<file path="config.mk">
export PLATFORM = sky130hd
export DESIGN_NAME = pixel_blitter
export DESIGN_NICKNAME = d
export VERILOG_FILES = /design/src/rtl/blit_pkg.sv /design/src/rtl/blit_ctrl.sv /design/src/rtl/blit_datapath.sv /design/src/rtl/pixel_blitter.sv
export SDC_FILE = /design/constraint.sdc
export NUM_CORES = 1
export LEC_CHECK = 0
export CAP_MARGIN = 20
export CORE_MARGIN = 5
export CORE_UTILIZATION = 43
export CTS_CLUSTER_DIAMETER = 80
export DETAILED_ROUTE_END_ITERATION = 12
export GPL_TIMING_DRIVEN = 0
export PLACE_DENSITY = 0.74
export SLEW_MARGIN = 30
export SYNTH_ARGS = -nofsm -noshare
export SYNTH_HDL_FRONTEND = slang
export SYNTH_SLANG_ARGS = --single-unit
</file>
<file path="constraint.sdc">
create_clock -name clk -period 3.3 [get_ports clk]
set_clock_uncertainty 0.05 [all_clocks]
set_input_delay 0.495 -clock clk [delete_from_list [all_inputs] [get_ports clk]]
set_output_delay 0.495 -clock clk [all_outputs]
set_load 0.005 [all_outputs]
</file>
<file path="src/rtl/blit_pkg.sv">
package blit_pkg;
  typedef struct packed {
    logic launch;   // clear walkers, latch start
    logic capture;  // take the read byte
    logic advance;  // step to next byte
  } blitStrobes_t;

  typedef enum logic [2:0] {
    S_IDLE, S_READ, S_SYNC, S_WRITE, S_DONE
  } blitState_t;

  localparam logic [2:0] SEL_SRC    = 3'd0;
  localparam logic [2:0] SEL_DST    = 3'd1;
  localparam logic [2:0] SEL_SIZE   = 3'd2;
  localparam logic [2:0] SEL_COLOUR = 3'd3;
  localparam logic [2:0] SEL_CTRL   = 3'd4;
endpackage

</file>
<file path="src/rtl/blit_ctrl.sv">
module blit_ctrl
  import blit_pkg::*;
(
  input  logic         clk,
  input  logic         rstN,
  input  logic         launchReq,
  input  logic         sizeZero,
  input  logic         halfRate,
  input  logic         slowTick,
  input  logic         memAck,
  input  logic         lastStep,
  output blitStrobes_t strb,
  output logic         memReq,
  output logic         memWe,
  output logic         busy,
  output logic         doneIrq
);
  blitState_t state, nextState;

  always_ff @(posedge clk) begin
    if (!rstN) state <= S_IDLE;
    else       state <= nextState;
  end

  always_comb begin
    nextState = state;
    strb      = '0;
    memReq    = 1'b0;
    memWe     = 1'b0;
    unique case (state)
      S_IDLE: if (launchReq) begin
        strb.launch = 1'b1;
        nextState   = sizeZero ? S_DONE : S_READ;
      end
      S_READ: begin
        memReq = 1'b1;
        if (memAck) begin
          strb.capture = 1'b1;
          nextState    = halfRate ? S_SYNC : S_WRITE;
        end
      end
      S_SYNC: if (slowTick) nextState = S_WRITE;
      S_WRITE: begin
        memReq = 1'b1;
        memWe  = 1'b1;
        if (memAck) begin
          strb.advance = 1'b1;
          nextState    = lastStep ? S_DONE : S_READ;
        end
      end
      S_DONE: nextState = S_IDLE;
      default: nextState = S_IDLE;
    endcase
  end

  assign busy    = (state != S_IDLE);
  assign doneIrq = (state == S_DONE);
endmodule

</file>
<file path="src/rtl/blit_datapath.sv">
module blit_datapath
  import blit_pkg::*;
#(
  parameter int ADDR_W = 16,
  parameter int DIM_W  = 8,
  parameter int STRIDE = 64
) (
  input  logic              clk,
  input  logic              rstN,
  input  logic              regWe,
  input  logic [2:0]        regSel,
  input  logic [ADDR_W-1:0] regWdata,
  input  blitStrobes_t      strb,
  input  logic              writePhase,
  input  logic [7:0]        memRdata,
  output logic [ADDR_W-1:0] memAddr,
  output logic [7:0]        memWdata,
  output logic [1:0]        memNibbleEn,
  output logic              lastStep,
  output logic              sizeZero,
  output logic              halfRate
);
  localparam logic [ADDR_W-1:0] STRIDE_V = ADDR_W'(STRIDE);
  localparam int NIBBLES = 2;

  logic [ADDR_W-1:0] srcBase, dstBase, linOff;
  logic [DIM_W-1:0]  widthReg, heightReg, colIdx, rowIdx;
  logic [3:0]        colourReg, carryNib;
  logic [7:0]        ctrlReg, rdByte, shifted;

  always_ff @(posedge clk) begin
    if (!rstN) begin
      srcBase <= '0; dstBase <= '0; widthReg <= '0; heightReg <= '0;
      colourReg <= '0; ctrlReg <= '0;
    end else if (regWe) begin
      unique case (regSel)
        SEL_SRC:    srcBase <= regWdata;
        SEL_DST:    dstBase <= regWdata;
        SEL_SIZE: begin
          widthReg  <= regWdata[DIM_W-1:0];
          heightReg <= regWdata[2*DIM_W-1:DIM_W];
        end
        SEL_COLOUR: colourReg <= regWdata[3:0];
        SEL_CTRL:   ctrlReg <= regWdata[7:0];
        default: ;
      endcase
    end
  end

  wire endOfLine = (colIdx == widthReg - 1'b1);

  always_ff @(posedge clk) begin
    if (!rstN || strb.launch) begin
      colIdx <= '0; rowIdx <= '0; linOff <= '0; carryNib <= '0; rdByte <= '0;
    end else begin
      if (strb.capture) rdByte <= memRdata;
      if (strb.advance) begin
        linOff <= linOff + 1'b1;
        if (endOfLine) begin
          colIdx   <= '0;
          rowIdx   <= rowIdx + 1'b1;
          carryNib <= '0;
        end else begin
          colIdx   <= colIdx + 1'b1;
          carryNib <= rdByte[3:0];
        end
      end
    end
  end

  logic [ADDR_W-1:0] blockOff, srcOff, dstOff;
  always_comb begin
    blockOff = ADDR_W'(colIdx) * STRIDE_V + ADDR_W'(rowIdx);
    srcOff   = ctrlReg[0] ? blockOff : linOff;
    dstOff   = ctrlReg[1] ? blockOff : linOff;
    memAddr  = writePhase ? (dstBase + dstOff) : (srcBase + srcOff);
    shifted  = ctrlReg[5] ? {carryNib, rdByte[7:4]} : rdByte;
  end

  // nibble 1 = even pixel (mask bit 6), nibble 0 = odd pixel (mask bit 7)
  for (genvar n = 0; n < NIBBLES; n++) begin : gNib
    wire [3:0] pix = shifted[4*n +: 4];
    assign memNibbleEn[n]    = !ctrlReg[7-n] && !(ctrlReg[3] && (pix == 4'd0));
    assign memWdata[4*n +: 4] = ctrlReg[4] ? colourReg : pix;
  end

  assign lastStep = endOfLine && (rowIdx == heightReg - 1'b1);
  assign sizeZero = (widthReg == '0) || (heightReg == '0);
  assign halfRate = ctrlReg[2];
endmodule

</file>
<file path="src/rtl/pixel_blitter.sv">
module pixel_blitter
  import blit_pkg::*;
#(
  parameter int ADDR_W = 16,
  parameter int DIM_W  = 8,
  parameter int STRIDE = 64
) (
  input  logic              clk,
  input  logic              rstN,
  input  logic              regWe,
  input  logic [2:0]        regSel,
  input  logic [ADDR_W-1:0] regWdata,
  input  logic              slowTick,
  output logic              memReq,
  output logic              memWe,
  output logic [ADDR_W-1:0] memAddr,
  output logic [7:0]        memWdata,
  output logic [1:0]        memNibbleEn,
  input  logic [7:0]        memRdata,
  input  logic              memAck,
  output logic              busy,
  output logic              doneIrq
);
  blitStrobes_t strb;
  logic lastStep, sizeZero, halfRate;
  wire  acceptWe  = regWe && !busy;
  wire  launchReq = acceptWe && (regSel == SEL_CTRL);

  blit_ctrl uCtrl (
    .clk(clk), .rstN(rstN), .launchReq(launchReq), .sizeZero(sizeZero),
    .halfRate(halfRate), .slowTick(slowTick), .memAck(memAck),
    .lastStep(lastStep), .strb(strb), .memReq(memReq), .memWe(memWe),
    .busy(busy), .doneIrq(doneIrq)
  );

  blit_datapath #(.ADDR_W(ADDR_W), .DIM_W(DIM_W), .STRIDE(STRIDE)) uData (
    .clk(clk), .rstN(rstN), .regWe(acceptWe), .regSel(regSel),
    .regWdata(regWdata), .strb(strb), .writePhase(memWe),
    .memRdata(memRdata), .memAddr(memAddr), .memWdata(memWdata),
    .memNibbleEn(memNibbleEn), .lastStep(lastStep), .sizeZero(sizeZero),
    .halfRate(halfRate)
  );
endmodule

</file>
* Word-level counts from Yosys, hierarchy flattened
Cells that the tools add are included.
** Word-level totals
- Bits in registers :: 107
- Bits of input ports :: 32
- Output and inout port bits :: 30
** Operators by class
- Add/subtract/negate cells :: 8
- Equal/unequal tests :: 14
- Mux-type cells :: 23
- Reductions and logical operators :: 30
** Operators by type and width (count)
- 2-to-1 mux 16 bit :: 3
- adder 16 bit :: 2
- 2-to-1 mux 3 bit :: 6
- adder 16 x 1 -> 16 bit (second input constant) :: 1
- adder 8 x 1 -> 8 bit (second input constant) :: 2
- equality test 8 bit :: 2
- logical NOT 8 bit :: 2
- 2-to-1 mux 8 bit :: 2
- subtractor 8 x 1 -> 8 bit (second input constant) :: 2
- adder 14 x 8 -> 15 bit :: 1
- equality test 3 x 2 -> 1 bit (second input constant) :: 4
- 2-to-1 mux 4 bit :: 3
- one-hot mux 3 bit (4 select lines) :: 1
- AND reduction 2 bit :: 6
- logical NOT 4 bit :: 2
- 2-to-1 mux 1 bit :: 8
- inequality test 2 bit (second input constant) :: 4
- logical AND 1 bit :: 7
- equality test 3 x 1 -> 1 bit (second input constant) :: 2
- equality test 3 bit (second input constant) :: 2
- logical NOT 1 bit :: 6
- logical NOT 3 bit :: 2
- AND reduction 4 bit :: 1
- nonzero test 3 bit :: 1
- 2 further kinds :: 3

* Longest topological paths before layout
- Depth in word-level cells :: 7
- Gate-level depth with buffers :: 14

* By module
From an unflattened synthesis, not the netlist that was laid out.
** Unflattened totals
- Cell total of the unflattened synthesis :: 895
- Area, all modules :: 7204.4 µm²
** By module, submodules not included
- blit_datapath :: instances 1, cells each 862, area an instance 6927.9 µm², seq. area each 2082.0 µm²
- blit_ctrl :: instances 1, cells each 30, area an instance 252.7 µm², seq. area each 60.1 µm²
- pixel_blitter :: instances 1, cells each 3, area an instance 23.8 µm², seq. area each 0.0 µm²

* Worst setup path after synthesis
Ideal clock, no wire load.
- Kind :: reg-to-output
- Start point :: register uData.colIdx[0]
- End point :: output port memAddr[15]
- Arrival time :: 2995 ps
- Data required time :: 2755 ps
- Path slack :: -240 ps
- Cell stages (with the launch flop) :: 12
- Cells stage by stage :: dfxtp_1 -> ha_1 -> fa_1 -> mux2_2 -> ha_1 -> a21o_1 -> a21oi_1 -> nor3b_1 -> a21oi_1 -> a221oi_1 -> xnor2_1 -> mux2i_1
** Between the ends
- Cells in the longest elaborated chain, start to end :: 4
- Elaborated cells on any way between the ends :: 6
- Those cells by class :: add/sub (3); mux (3)
** Ends and longest elaborated chain
- start: declaration :: RTL line blit_datapath.sv:27 : logic [DIM_W-1:0] widthReg, heightReg, colIdx, rowIdx;
- start signal: assignment :: RTL line blit_datapath.sv:64 : colIdx <= colIdx + 1'b1;
- adder 14 x 8 -> 15 bit (*) :: RTL line blit_datapath.sv:73 : blockOff = ADDR_W'(colIdx) * STRIDE_V + ADDR_W'(rowIdx);
- 2-to-1 mux 16 bit (on tied branches) :: RTL line blit_datapath.sv:74, blit_datapath.sv:75
- adder 16 bit :: RTL line blit_datapath.sv:76 : memAddr = writePhase ? (dstBase + dstOff) : (srcBase + srcOff);
- 2-to-1 mux 16 bit (*) :: RTL line blit_datapath.sv:76
- end: declaration :: RTL line pixel_blitter.sv:16 : output logic [ADDR_W-1:0] memAddr,
Every way passes the cells marked *; elsewhere a longest branch is shown, timed or not.

* Final worst setup path
Same ends and word-level chain as after synthesis.

==> out/results.env <==
STATUS='finished, violations left'
VIOLATIONS='negative setup slack'
CORE_UM2=15900
NUMCLOCKSINKS=107
SYN-INSTANCE-COUNT=829
CLK_PIN_SLEW_WORST_PATHS_NS=0.08
FINALWEIGHTEDCONGESTION=0.896
DRT_PASS1_ITERATIONS=5
HTREE_LEVELS=3
CLK_LATENCY_NS=0.35
FINAL_NET_COUNT=1007
PLACE_WORST_SETUP_SLACK_NS=-1.43
PERIOD_UTILISATION_LAYOUT_PCT=122
RSZ0062_AT_GRT='yes'
ENDPOINT='memAddr[15]'
POST_DETAILED_ROUTE_WIRELENGTH_PER_CELL_UM=17.0
TIMING.FINAL.HOLD_VIOLATIONS=0
INITIAL_UTILIZATION_PCT=43.9
TOP_LEVEL_PORTS=62
MAXIMUM_NUMBER_OF_PINS_ON_ONE_NET_BEFORE_GLOBAL_ROUTE_REPAIR=19
DIE_X_UM=138
RR_WORST_DEPTH=9
SHARE_CLK_OF_TOTAL_POWER_PCT=39.4
DRV_SLEW=0
SYNTH_ASYNC_SR_FLOP_SHARE_PCT=0
CHIPHEIGHT_UM=138
CTS_BUFFERS=9
SYNTH_EDF_COUNT=0
GRT_USE_TOTAL_PCT=21.1
CLOCKROOTBUFFER='clkbuf_16'
MOSTFREQUENTLAYOUTCELLS='100 x dfxtp_1, 88 x nor2_1, 76 x nand2_1, 60 x nor2b_1, 60 x mux2i_1'
NUMBER_OF_BUFFERS_INSERTED_FOR_HOLD_REPAIR_AFTER_CLOCK_TREE_SYNTHESIS=0
ROW_COUNT=46
FINAL_CRITICAL_PATH_SETUP_SLACK_NS=-0.733
AVGSYNTHCELLAREA_UM2=8.44
TIGHTESTPINTRANSITION_NS=0.901
VIA_COUNT_OF_THE_FIRST_GLOBAL_ROUTING_PASS=6265
CAP_VIOLATIONS=0
FINALCRITICALPERIOD_NS=4.03
FIN_WORST_HOLD_SLACK_NS=0.423
DETAILROUTE.VIA_COUNT=6259
SYNTH_XOR_XNOR_AREA_SHARE_PCT=10.3
DPL.HPWL_MM=13.9
DRC=0
GRT_PASS1_WL_MM=31.2
PLACE.PORT_BUFFERS=60
ROUTE.ANTENNA.REMAINING_NETS=0
TIMING.CRITICAL_PATH.FANOUT_MAX=2
SETUP.WORST_PATH.START_CLASS='register'
GRT_ANTENNA_BEFORE_REPAIR=0
WORST_IR_DROP_VDD_mV=0.245
SYNTH_SEQ_CELLS=107
POWER.STATIC_LEAKAGE_nW=3.62
LAYOUT-AREA-OVERHEAD-VS-SYNTH_PCT=26.5
SYNTH-WARNING-COUNT=0
YOSYS.AREA_SHARE.SIMPLE_PCT=23.0
CP-STARTPOINT='uData.colIdx[0]$_SDFFE_PP0P_'
CRITPATHARRIVALTIME_NS=3.49
INITIALDRTVIOLATIONCOUNT=341
FP.DIEAREA_UM2=18900
CP_DATA_REQUIRED_TIME_NS=2.75
CLOCK_TREE_FROM_TRITONCTS='built'
POST_ROUTE_CELLS_DRIVE_ABOVE_1_SHARE_PCT=16.8
P_INT_mW=1.96
SYNTH_TOP_FAMILY_BY_AREA='simple AND/OR/NAND/NOR gates'
SYNTH_CELL_TYPES=56
CTSLONGESTPATHBUFFERS=2
LAYOUT.CELLS.MOST_COMMON='dfxtp_1'
SLEW_HEADROOM_PCT=39.7
POSTSYNTH.TOPFLOPCELL='dfxtp_1'
YOSYS-MUX-AREA-FRACTION_PCT=11.6
TIMING.FMAX_MHz=248
P_SWITCHING_mW=0.677
SYNTH.YOSYS.SEQ_AREA_SHARE_PCT=30.6
SW_FRAC_OF_TOTAL_PCT=25.7
REG2REG_FROM='uCtrl.state[1]$_SDFFE_PN0P_'
HP-CLASS='register to register'
CRITICAL_PATH_CLASS='register to primary output'
SYNTH.CELL_AREA_UM2=6990
GRT_OVF=0
PWR_DENSITY_CELL_nW_PER_UM2=298
RELATIVE_CONTRIBUTION_OF_SEQUENTIAL_CELLS_TO_TOTAL_POWER_PCT=50.1
CP-END-KIND='primary output'
FF2FF_SETUP_SLACK_NS=0.43
ROUTE.FINAL.WIRE_LENGTH_MM=19.6
DIODES=0
NUM-FILL-CELLS=1425
R2R-END='uData.heightReg[6]$_SDFFE_PN0P_'
SYNTHADDERAREAFRAC_PCT=8.55
SYNTH-COMPOUND-AREA-SHARE_PCT=12.9
VIAS_PER_CELL=5.44
POWER.SHARE.COMBINATIONAL_PCT=10.5
TIMING.FINAL.SETUP_VIOLATIONS=9
SYNTH_FP_NETS=907
-- stage by stage --
step | cell area, µm² | utilization [%] | power [mW] | std cells | setup TNS [ns]
after global placement | 7890 | 49.5 | 1.61 | 1105 | -10.77
final | 8850 | 55.5 | 2.64 | 1150 | -3.58
after CTS | 8710 | 54.6 | 2.65 | 1144 | -3.73
after global routing | 8850 | 55.5 | 2.73 | 1150 | -4.86
after detailed placement | 7890 | 49.5 | 1.61 | 1105 | -10.88
after floorplan | 7010 | - | 1.50 | 829 | 0
-- metal layers --
metal | routed length (µm) | up-vias | global-route usage (%)
met1 | 8410 | 2947 | 26.2
li1 | - | 3071 | -
met3 | 1190 | 49 | 3.87
met5 | 0 | - | 0
met4 | 639 | 0 | 9.04
met2 | 9320 | 192 | 35.6
-- cell usage after synthesis, types with 8 or more instances --
cell	number	area, µm²
a21o_1	9	67.6
a21boi_0	16	120
nand4_1	9	56.3
dfxtp_1	107	2140
inv_1	16	60.1
xnor2_1	34	298
nand2_1	77	289
nand2b_1	8	50.1
xor2_1	48	420
mux2i_1	62	621
nor2_1	92	345
clkbuf_1	28	105
ha_1	43	538
nor2b_1	62	388
o21ai_0	24	120
a21oi_1	48	240
nor3_1	12	60.1
mux2_2	17	191
nand3_1	21	105
a211oi_1	14	105
-- repair_timing --
action | in CTS | in global routing
resized for setup | 115 | 34
endpoints found under the setup margin | 17 | 13
pin swaps | 27 | 23
buffers inserted | 25 | 11
-- worst max-delay path: stages, from the launching register on --
cell      delay [ns]
dfxtp_4         0.36
ha_4            0.15
fa_2            0.44
mux2_4          0.30
ha_4            0.22
a21o_1          0.20
a21oi_2         0.18
nor3b_4         0.26
a21oi_4         0.09
buf_6           0.13
a221oi_4        0.28
xnor2_1         0.09
mux2i_1         0.24
buf_2           0.17
-- flip-flops by register name, indices dropped and copies added (netlist names) --
register         cells
uData.carryNib       4
uData.linOff        16
uData.rdByte         8
uData.srcBase       16
uCtrl.state          3
uData.heightReg      8
uData.widthReg       8
uData.dstBase       16
uData.ctrlReg        8
uData.colourReg      4
uData.colIdx         8
uData.rowIdx         8
-- power groups by stage --
| stage | sequential, mW | clock [mW] | combinational, mW |
|---|---|---|---|
| global placement | 1.35 | 0 | 0.258 |
| finish | 1.32 | 1.04 | 0.276 |
| CTS | 1.32 | 1.06 | 0.268 |
| global route | 1.32 | 1.11 | 0.300 |
| detailed placement | 1.35 | 0 | 0.261 |
| floorplan | 1.35 | 0 | 0.149 |
-- cells by family after synthesis --
family / after synthesis
fa+ha+maj: 46
simple gates: 320
flops: 107
buf+inv: 54
compound gates: 141
mux: 79
xor+xnor: 82
-- worst min-delay path by stage --
| stage | start | cells past startpoint | slack [ns] | to |
|---|---|---|---|---|
| after floorplan | uData.srcBase[10]$_SDFFE_PN0P_ | 2 | 0.40 | uData.srcBase[10]$_SDFFE_PN0P_ |
| after global placement | uData.srcBase[3]$_SDFFE_PN0P_ | 2 | 0.41 | uData.srcBase[3]$_SDFFE_PN0P_ |
| after detailed placement | uData.srcBase[4]$_SDFFE_PN0P_ | 2 | 0.41 | uData.srcBase[4]$_SDFFE_PN0P_ |
| after CTS | uData.srcBase[4]$_SDFFE_PN0P_ | 2 | 0.42 | uData.srcBase[4]$_SDFFE_PN0P_ |
| after global routing | uData.srcBase[14]$_SDFFE_PN0P_ | 2 | 0.44 | uData.srcBase[14]$_SDFFE_PN0P_ |
| final | uData.srcBase[5]$_SDFFE_PN0P_ | 2 | 0.42 | uData.srcBase[5]$_SDFFE_PN0P_ |
-- cell type report --
| class | count | area (µm²) | share of cell area (%) |
|---|---|---|---|
| Multi-Input combinational cell | 668 | 5080 | 57.4 |
| Sequential cell | 107 | 2160 | 24.4 |
| Timing Repair Buffer | 93 | 833 | 9.42 |
| Tap cell | 216 | 270 | 3.05 |
| Clock buffer | 10 | 229 | 2.59 |
| Buffer | 34 | 169 | 1.91 |
| Inverter | 16 | 60.1 | 0.679 |
| Clock inverter | 6 | 51.3 | 0.580 |
(Power assumes the default switching activity.)
